`src/rtl/trace_chain_pkg.sv`:
```
package trace_chain_pkg;
  // Qualified strobes from control to datapath
  typedef struct packed {
    logic capture;
    logic shift;
    logic update;
    logic loadShadow;
  } chainStrobes_t;
endpackage

```
`src/rtl/trace_chain_ctrl.sv`:
```
module trace_chain_ctrl
  import trace_chain_pkg::*;
(
  input  logic          clk,
  input  logic          rstN,
  input  logic          chainSel,
  input  logic          captureDr,
  input  logic          shiftDr,
  input  logic          updateDr,
  input  logic          flagBit,
  output chainStrobes_t stb,
  output logic          regWe,
  output logic          regRe
);
  logic weQ;
  logic reQ;

  always_comb begin
    stb.capture    = chainSel & captureDr;
    stb.shift      = chainSel & shiftDr;
    stb.update     = chainSel & updateDr;
    stb.loadShadow = reQ;
  end

  always_ff @(posedge clk or negedge rstN) begin
    if (!rstN) begin
      weQ <= 1'b0;
      reQ <= 1'b0;
    end else begin
      weQ <= stb.update & flagBit;
      reQ <= stb.update & ~flagBit;
    end
  end

  assign regWe = weQ;
  assign regRe = reQ;


  we_re_excl_chk: assert property (@(posedge clk) disable iff (!rstN)
    !(regWe && regRe));


  we_pulse_chk: assert property (@(posedge clk) disable iff (!rstN)
    regWe |=> !regWe);


  re_pulse_chk: assert property (@(posedge clk) disable iff (!rstN)
    regRe |=> !regRe);


  unsel_quiet_chk: assert property (@(posedge clk) disable iff (!rstN)
    (!chainSel || !updateDr) |=> !(regWe || regRe));
endmodule

```
`src/rtl/trace_chain_dp.sv`:
```
module trace_chain_dp
  import trace_chain_pkg::*;
#(
  parameter int DATA_W = 32,
  parameter int ADDR_W = 7
) (
  input  logic              clk,
  input  logic              rstN,
  input  chainStrobes_t     stb,
  input  logic              tdi,
  input  logic [DATA_W-1:0] regRdata,
  output logic              tdo,
  output logic              flagBit,
  output logic [ADDR_W-1:0] regAddr,
  output logic [DATA_W-1:0] regWdata
);
  localparam int CHAIN_W  = DATA_W + ADDR_W + 1;
  localparam int FLAG_POS = CHAIN_W - 1;

  logic [CHAIN_W-1:0] chainQ;
  logic [DATA_W-1:0]  shadowQ;
  logic [ADDR_W-1:0]  addrHold;
  logic [DATA_W-1:0]  dataHold;

  always_ff @(posedge clk or negedge rstN) begin
    if (!rstN) begin
      chainQ <= '0;
    end else if (stb.capture) begin
      chainQ <= {1'b0, {ADDR_W{1'b0}}, shadowQ};
    end else if (stb.shift) begin
      chainQ <= {tdi, chainQ[CHAIN_W-1:1]};
    end
  end

  always_ff @(posedge clk or negedge rstN) begin
    if (!rstN) begin
      addrHold <= '0;
      dataHold <= '0;
    end else if (stb.update) begin
      addrHold <= chainQ[DATA_W +: ADDR_W];
      dataHold <= chainQ[DATA_W-1:0];
    end
  end

  always_ff @(posedge clk or negedge rstN) begin
    if (!rstN) begin
      shadowQ <= '0;
    end else if (stb.loadShadow) begin
      shadowQ <= regRdata;
    end
  end

  assign tdo      = chainQ[0];
  assign flagBit  = chainQ[FLAG_POS];
  assign regAddr  = addrHold;
  assign regWdata = dataHold;


  cap_zero_chk: assert property (@(posedge clk) disable iff (!rstN)
    stb.capture |=> (chainQ[CHAIN_W-1:DATA_W] == '0));


  shift_move_chk: assert property (@(posedge clk) disable iff (!rstN)
    stb.shift |=> (chainQ[CHAIN_W-2:0] == $past(chainQ[CHAIN_W-1:1])));


  chain_idle_chk: assert property (@(posedge clk) disable iff (!rstN)
    !(stb.capture || stb.shift) |=> $stable(chainQ));


  shadow_keep_chk: assert property (@(posedge clk) disable iff (!rstN)
    !stb.loadShadow |=> $stable(shadowQ));


  hold_keep_chk: assert property (@(posedge clk) disable iff (!rstN)
    !stb.update |=> ($stable(regAddr) && $stable(regWdata)));
endmodule

```
`src/rtl/trace_reg_chain.sv`:
```
module trace_reg_chain
  import trace_chain_pkg::*;
#(
  parameter int DATA_W = 32,
  parameter int ADDR_W = 7
) (
  input  logic              clk,
  input  logic              rstN,
  input  logic              chainSel,
  input  logic              captureDr,
  input  logic              shiftDr,
  input  logic              updateDr,
  input  logic              tdi,
  output logic              tdo,
  output logic [ADDR_W-1:0] regAddr,
  output logic [DATA_W-1:0] regWdata,
  output logic              regWe,
  output logic              regRe,
  input  logic [DATA_W-1:0] regRdata
);
  chainStrobes_t stb;
  logic          flagBit;

  trace_chain_ctrl i_ctrl (
    .clk      (clk),
    .rstN     (rstN),
    .chainSel (chainSel),
    .captureDr(captureDr),
    .shiftDr  (shiftDr),
    .updateDr (updateDr),
    .flagBit  (flagBit),
    .stb      (stb),
    .regWe    (regWe),
    .regRe    (regRe)
  );

  trace_chain_dp #(.DATA_W(DATA_W), .ADDR_W(ADDR_W)) i_dp (
    .clk     (clk),
    .rstN    (rstN),
    .stb     (stb),
    .tdi     (tdi),
    .regRdata(regRdata),
    .tdo     (tdo),
    .flagBit (flagBit),
    .regAddr (regAddr),
    .regWdata(regWdata)
  );
endmodule

```
`config.mk`:
```
export PLATFORM = sky130hd
export DESIGN_NAME = trace_reg_chain
export DESIGN_NICKNAME = d
export VERILOG_FILES = /design/src/rtl/trace_chain_pkg.sv /design/src/rtl/trace_chain_ctrl.sv /design/src/rtl/trace_chain_dp.sv /design/src/rtl/trace_reg_chain.sv
export SDC_FILE = /design/constraint.sdc
export NUM_CORES = 1
export LEC_CHECK = 0
export BUFFER_PORTS_ARGS = -buffer_cell sky130_fd_sc_hd__buf_2
export CAP_MARGIN = 15
export CORE_ASPECT_RATIO = 0.9
export CORE_MARGIN = 2
export CORE_UTILIZATION = 45
export CTS_CLUSTER_SIZE = 14
export DETAILED_ROUTE_END_ITERATION = 10
export GPL_TIMING_DRIVEN = 0
export HOLD_SLACK_MARGIN = 0.12
export PLACE_DENSITY = 0.65
export REMOVE_ABC_BUFFERS = 1
export SYNTH_ARGS = -nofsm -noshare
export SYNTH_HDL_FRONTEND = slang
export SYNTH_SLANG_ARGS = --single-unit
```
`constraint.sdc`:
```
create_clock -name clk -period 2.78 [get_ports clk]
set_input_delay 0.834 -clock clk [delete_from_list [all_inputs] [get_ports clk]]
set_output_delay 0.834 -clock clk [all_outputs]
set_load 0.01 [all_outputs]
```
Word-level counts from Yosys, hierarchy flattened. Index checks and enable logic that the tools add are counted.

Muxes and demuxes: 2. Bitwise logic cells: 6. Reduce and logical (&&, ||, !) cells: 1.

Operator list (number): $mux 40 (2); $and 1x1->1 (5); $reduce_bool 2->1 (1); $not 1->1 (1).

Bits in registers: 113. Input bits: 39. Output and inout bits: 42. Word-level logic and storage cells: 15.

Longest topological paths before layout.
Depth in word-level cells: 3. Mapped depth: 5. Mapped depth without buffers: 3.

Modules after synthesis. Synthesis repeated with hierarchy kept, for this count alone.

Cells, all modules: 323. Area total of the unflattened synthesis: 4599.4 um^2.

By module, submodules not included: trace_chain_dp (times used 1, cells each 315, area each 4504.3 um^2, sequential area each 2777.7 um^2); trace_chain_ctrl (times used 1, cells each 8, area each 95.1 um^2, sequential area each 50.0 um^2).

Worst setup path before layout. Ideal clock, no wire load.

Path type: input to register. Start: in shiftDr. End: reg i_dp.chainQ[10]. Setup time: 137 ps. Arrival time: 1464 ps. Required time: 2643 ps. Path slack: 1179 ps. Stages: 5. Path buffers: 2. Path through: buf_2 nand2_1 buf_4 o22ai_1 a21oi_1.

Cells in the longest elaborated chain, start to end: 2.

Ends and longest elaborated chain: from (decl) (line trace_reg_chain.sv:11) `input logic shiftDr,`; $and 1x1->1 (line trace_chain_ctrl.sv:20) `stb.shift = chainSel & shiftDr;`; $reduce_bool 2->1 (no line); to (signal assigned) (line trace_chain_dp.sv:29) `chainQ <= {1'b0, {ADDR_W{1'b0}}, shadowQ};`; to (signal assigned) (line trace_chain_dp.sv:31) `chainQ <= {tdi, chainQ[CHAIN_W-1:1]};`; to (decl) (line trace_chain_dp.sv:20) `logic [CHAIN_W-1:0] chainQ;`.

No other way between the ends. A chain may end at the register's enable or synchronous reset.

Final worst setup path.
Start: reg i_ctrl.reQ, in the netlist i_ctrl.regRe. End: out regRe.

RTL lines: from (decl) (line trace_chain_ctrl.sv:16) `logic reQ;`; from (signal assigned) (line trace_chain_ctrl.sv:31) `reQ <= stb.update & ~flagBit;`; to (decl) (line trace_reg_chain.sv:18) `output logic regRe,`.

No word-level cell between the ends.

==> results.txt <==
The post-cts repair resize count is 0. The number of setup buffers added after CTS is 0, and the vias after detailed routing is 3,079. Clock tree synthesis selected as its root buffer the cell sky130_fd_sc_hd__clkbuf_8. The power density relative to cell area came out at 940 nW/µm².

The run finished with clean final reports. The H-tree depth reported by CTS was 4. The global-route wire length before repair came out at 15,800 µm. In this run, the number of DRC markers left after iteration 0 of detailed routing was 89.

In this run the core area contains 34 standard-cell rows. The required time at the worst-slack endpoint came out at 1.95 ns. The worst setup path is captured at a primary output. After clock tree synthesis, the clock-pin slew on the worst setup and hold paths is 0.06 ns. Number of I/O port buffers: 80. Along the worst path, the maximum fanout reaches 20. In this run the deepest clock path goes through 2 buffers.

Summed over all layers, the routed wires come to 9570 µm. For the total number of clock tree sinks, the log shows 113. In this run the mean area of a mapped cell was 13.5 µm².

The clock reaches the later pin of the worst-skew pair after 0.50 ns. For the pin with the worst max-slew slack, the measured transition is 0.802 ns. The final critical-path share of the clock period is 0.916, and the number of remaining DRC errors is 0.

The tools report the number of antenna violations at the first check in global routing as 0. Number of register bits inferred by synthesis: 113. STA puts the critical path data arrival time at 1.71 ns.

The tools report the startpoint kind of the worst setup timing path as a register. The run gives 0.232 ns as the least setup slack across all paths after layout. After detailed routing, the average wire length per cell comes to 17.4 µm. Total power for the finished layout comes to 5360 µW. Setup repair after global routing left no endpoint under its margin. The number of distinct library cells after synthesis is 16.

The worst slew margin relative to its limit was 0.466; the number of synthesis warnings was 0. The share of the synthesized area in the top cell type was 0.635; the net count of the finished layout was 449. The floorplan step set the die width to 109 µm. VDD sags by at most 0.500 mV. The total area inside the core boundary comes to 9660 µm².

The detailed-router iteration count before antenna repair is 4. The floorplan step defined a die boundary enclosing 10,700 µm². In the routed layout, each cell is associated on average with a via count of 5.61. The layout cell share with drive strength beyond 1 came out at 0.444. Yosys attributes the largest share of cell area to sky130_fd_sc_hd__dfrtp_1 (64%), sky130_fd_sc_hd__mux2_2 (17%), sky130_fd_sc_hd__o22ai_1 (9.0%). The tools report the number of global-route vias before repair as 3,200.

The congestion estimate from routability-driven global placement came to 0.749. For the final database, setup skew stands at 0.00623 ns. The number of hold violations in the final report is 0, and the count of boundary I/O pins is 81.

The worst setup slack before clock tree synthesis is -0.419 ns. The final number of max-transition violations was 0; the layout-stage area growth over the synthesis result was 27.9%. The logs give 0.461 for the starting utilization of the core area and 17 for the number of clock buffers inserted by TritonCTS. The worst hold-check path type is input pin to async pin. Entering global routing, the biggest net connects 63 pins. Setup violations remaining at the end of the flow were counted as 0. The gate count of the mapped netlist is 330, and the detailed-placement wirelength estimate is 5690 µm. For the count of hold buffers inserted by post-cts repair, the log shows 0.

For this run, the slowest stage of the critical path takes 0.82 ns. The logs give 0 for the number of max-cap violations and 0.635 for the sequential cell area fraction in the yosys report. Grouping stages by cell kind, the critical path spends the most delay in flip-flops. The critical path contains buffers and inverters numbering 2 combined.

The total global-route track usage is 0.191. TritonCTS built the clock tree. The detail route stage leaves a number of antenna-violating nets equal to 0. Summed over all instances, the cell type with the most area after synthesis is sky130_fd_sc_hd__dfrtp_1. The critical path is of the register to primary output type. The floorplan step set the die height to 98.4 µm. The highest achievable clock rate is 0.393 GHz. The largest individual stage delay along the critical path comes from the cell sky130_fd_sc_hd__dfrtp_1.

The run gives 0 as the aggregate global routing overflow. The signal on the critical path passes through buf_16 -> buf_2. Summed over all cells, the static leakage comes to 0.00251 µW.

Subtracting the final worst setup slack from the clock period gives 2.55 ns. The synthesized netlist occupies a cell area of 4450 µm². The number of antenna cells inserted is 0.
routing by layer:
metal  vias to the layer above  routed length (µm)  track usage
met2                       104                4550        0.300
met3                         8                 610       0.0728
met1                      1545                4340        0.250
met5                         -                   0            0
met4                         0                  76       0.0523
li1                       1422                   -            -
per-stage QoR:
step            util  setup TNS (ns)  area, µm²  hold slack (ns)  std cells
5_1_grt        0.590               0       5700            0.412        549
6_report       0.590               0       5700            0.369        549
2_1_floorplan      -               0       4320            0.434        305
3_5_place_dp   0.514          -10.70       4970            0.478        514
3_3_place_gp   0.505          -85.27       4880            0.470        511
4_1_cts        0.583               0       5630            0.384        546
sequential cells by signal (all words and copies together) (netlist names):
register and count:
i_dp.regAddr 7, i_dp.chainQ 40, i_ctrl.regRe 1, i_dp.shadowQ 32, i_ctrl.regWe 1, i_dp.regWdata 32
worst paths after layout:
kind                       depth (start not counted)  slack, ns              from                to
setup / recovery                                   2       0.23      i_ctrl.regRe             regRe
hold / removal                                     1       0.37              rstN      i_ctrl.regWe
setup reg to reg                                   2       1.24      i_ctrl.regRe  i_dp.shadowQ[29]
hold reg to reg                                    1       0.49  i_dp.shadowQ[28]  i_dp.shadowQ[28]
max in group asynchronous                          2       1.67              rstN  i_dp.shadowQ[17]
min in group clk                                   1       0.49  i_dp.shadowQ[28]  i_dp.shadowQ[28]
cell type report:
class / instances / area (µm²)
Fill cell: 781 / 3960
Multi-Input combinational cell: 190 / 1490
Inverter: 2 / 7.51
Clock buffer: 20 / 455
Sequential cell: 113 / 2830
Tap cell: 126 / 158
Clock inverter: 12 / 204
Timing Repair Buffer: 86 / 556
placed cells by master (no fill, tap or decap), drive strengths merged, types with 3 or more instances in the layout:
| cell type | count |
|---|---|
| dfrtp | 113 |
| buf | 86 |
| mux2 | 71 |
| o22ai | 64 |
| a21oi | 32 |
| clkbuf | 20 |
| o21ai | 7 |
| nand2 | 6 |
| bufinv | 5 |
| a22o | 4 |
| nor2 | 3 |
| clkinvlp | 3 |
| inv | 3 |
| clkinv | 3 |
logic make-up after synthesis:
kind of cell    synth area share
compound gates             0.144
buf+inv                   0.0312
flops                      0.635
mux                        0.180
simple gates              0.0104
report_power, final:
| group | switching (µW) | internal (µW) |
|---|---|---|
| clock | 750 | 1620 |
| sequential | 227 | 1980 |
| combinational | 358 | 423 |
synth_stat cells:
cell type and number:
sky130_fd_sc_hd__nor2_1 3, sky130_fd_sc_hd__clkbuf_1 7, sky130_fd_sc_hd__o21ai_0 7, sky130_fd_sc_hd__inv_1 2
sky130_fd_sc_hd__buf_4 6, sky130_fd_sc_hd__mux2_2 69, sky130_fd_sc_hd__mux2_1 2, sky130_fd_sc_hd__dfrtp_1 113
sky130_fd_sc_hd__a21oi_1 32, sky130_fd_sc_hd__a22o_1 4, sky130_fd_sc_hd__and3_1 1, sky130_fd_sc_hd__nand2_1 6
sky130_fd_sc_hd__o22ai_1 64, sky130_fd_sc_hd__and2_1 1, sky130_fd_sc_hd__a32o_1 1, sky130_fd_sc_hd__buf_2 12
Power figures use the tool's default switching activity.
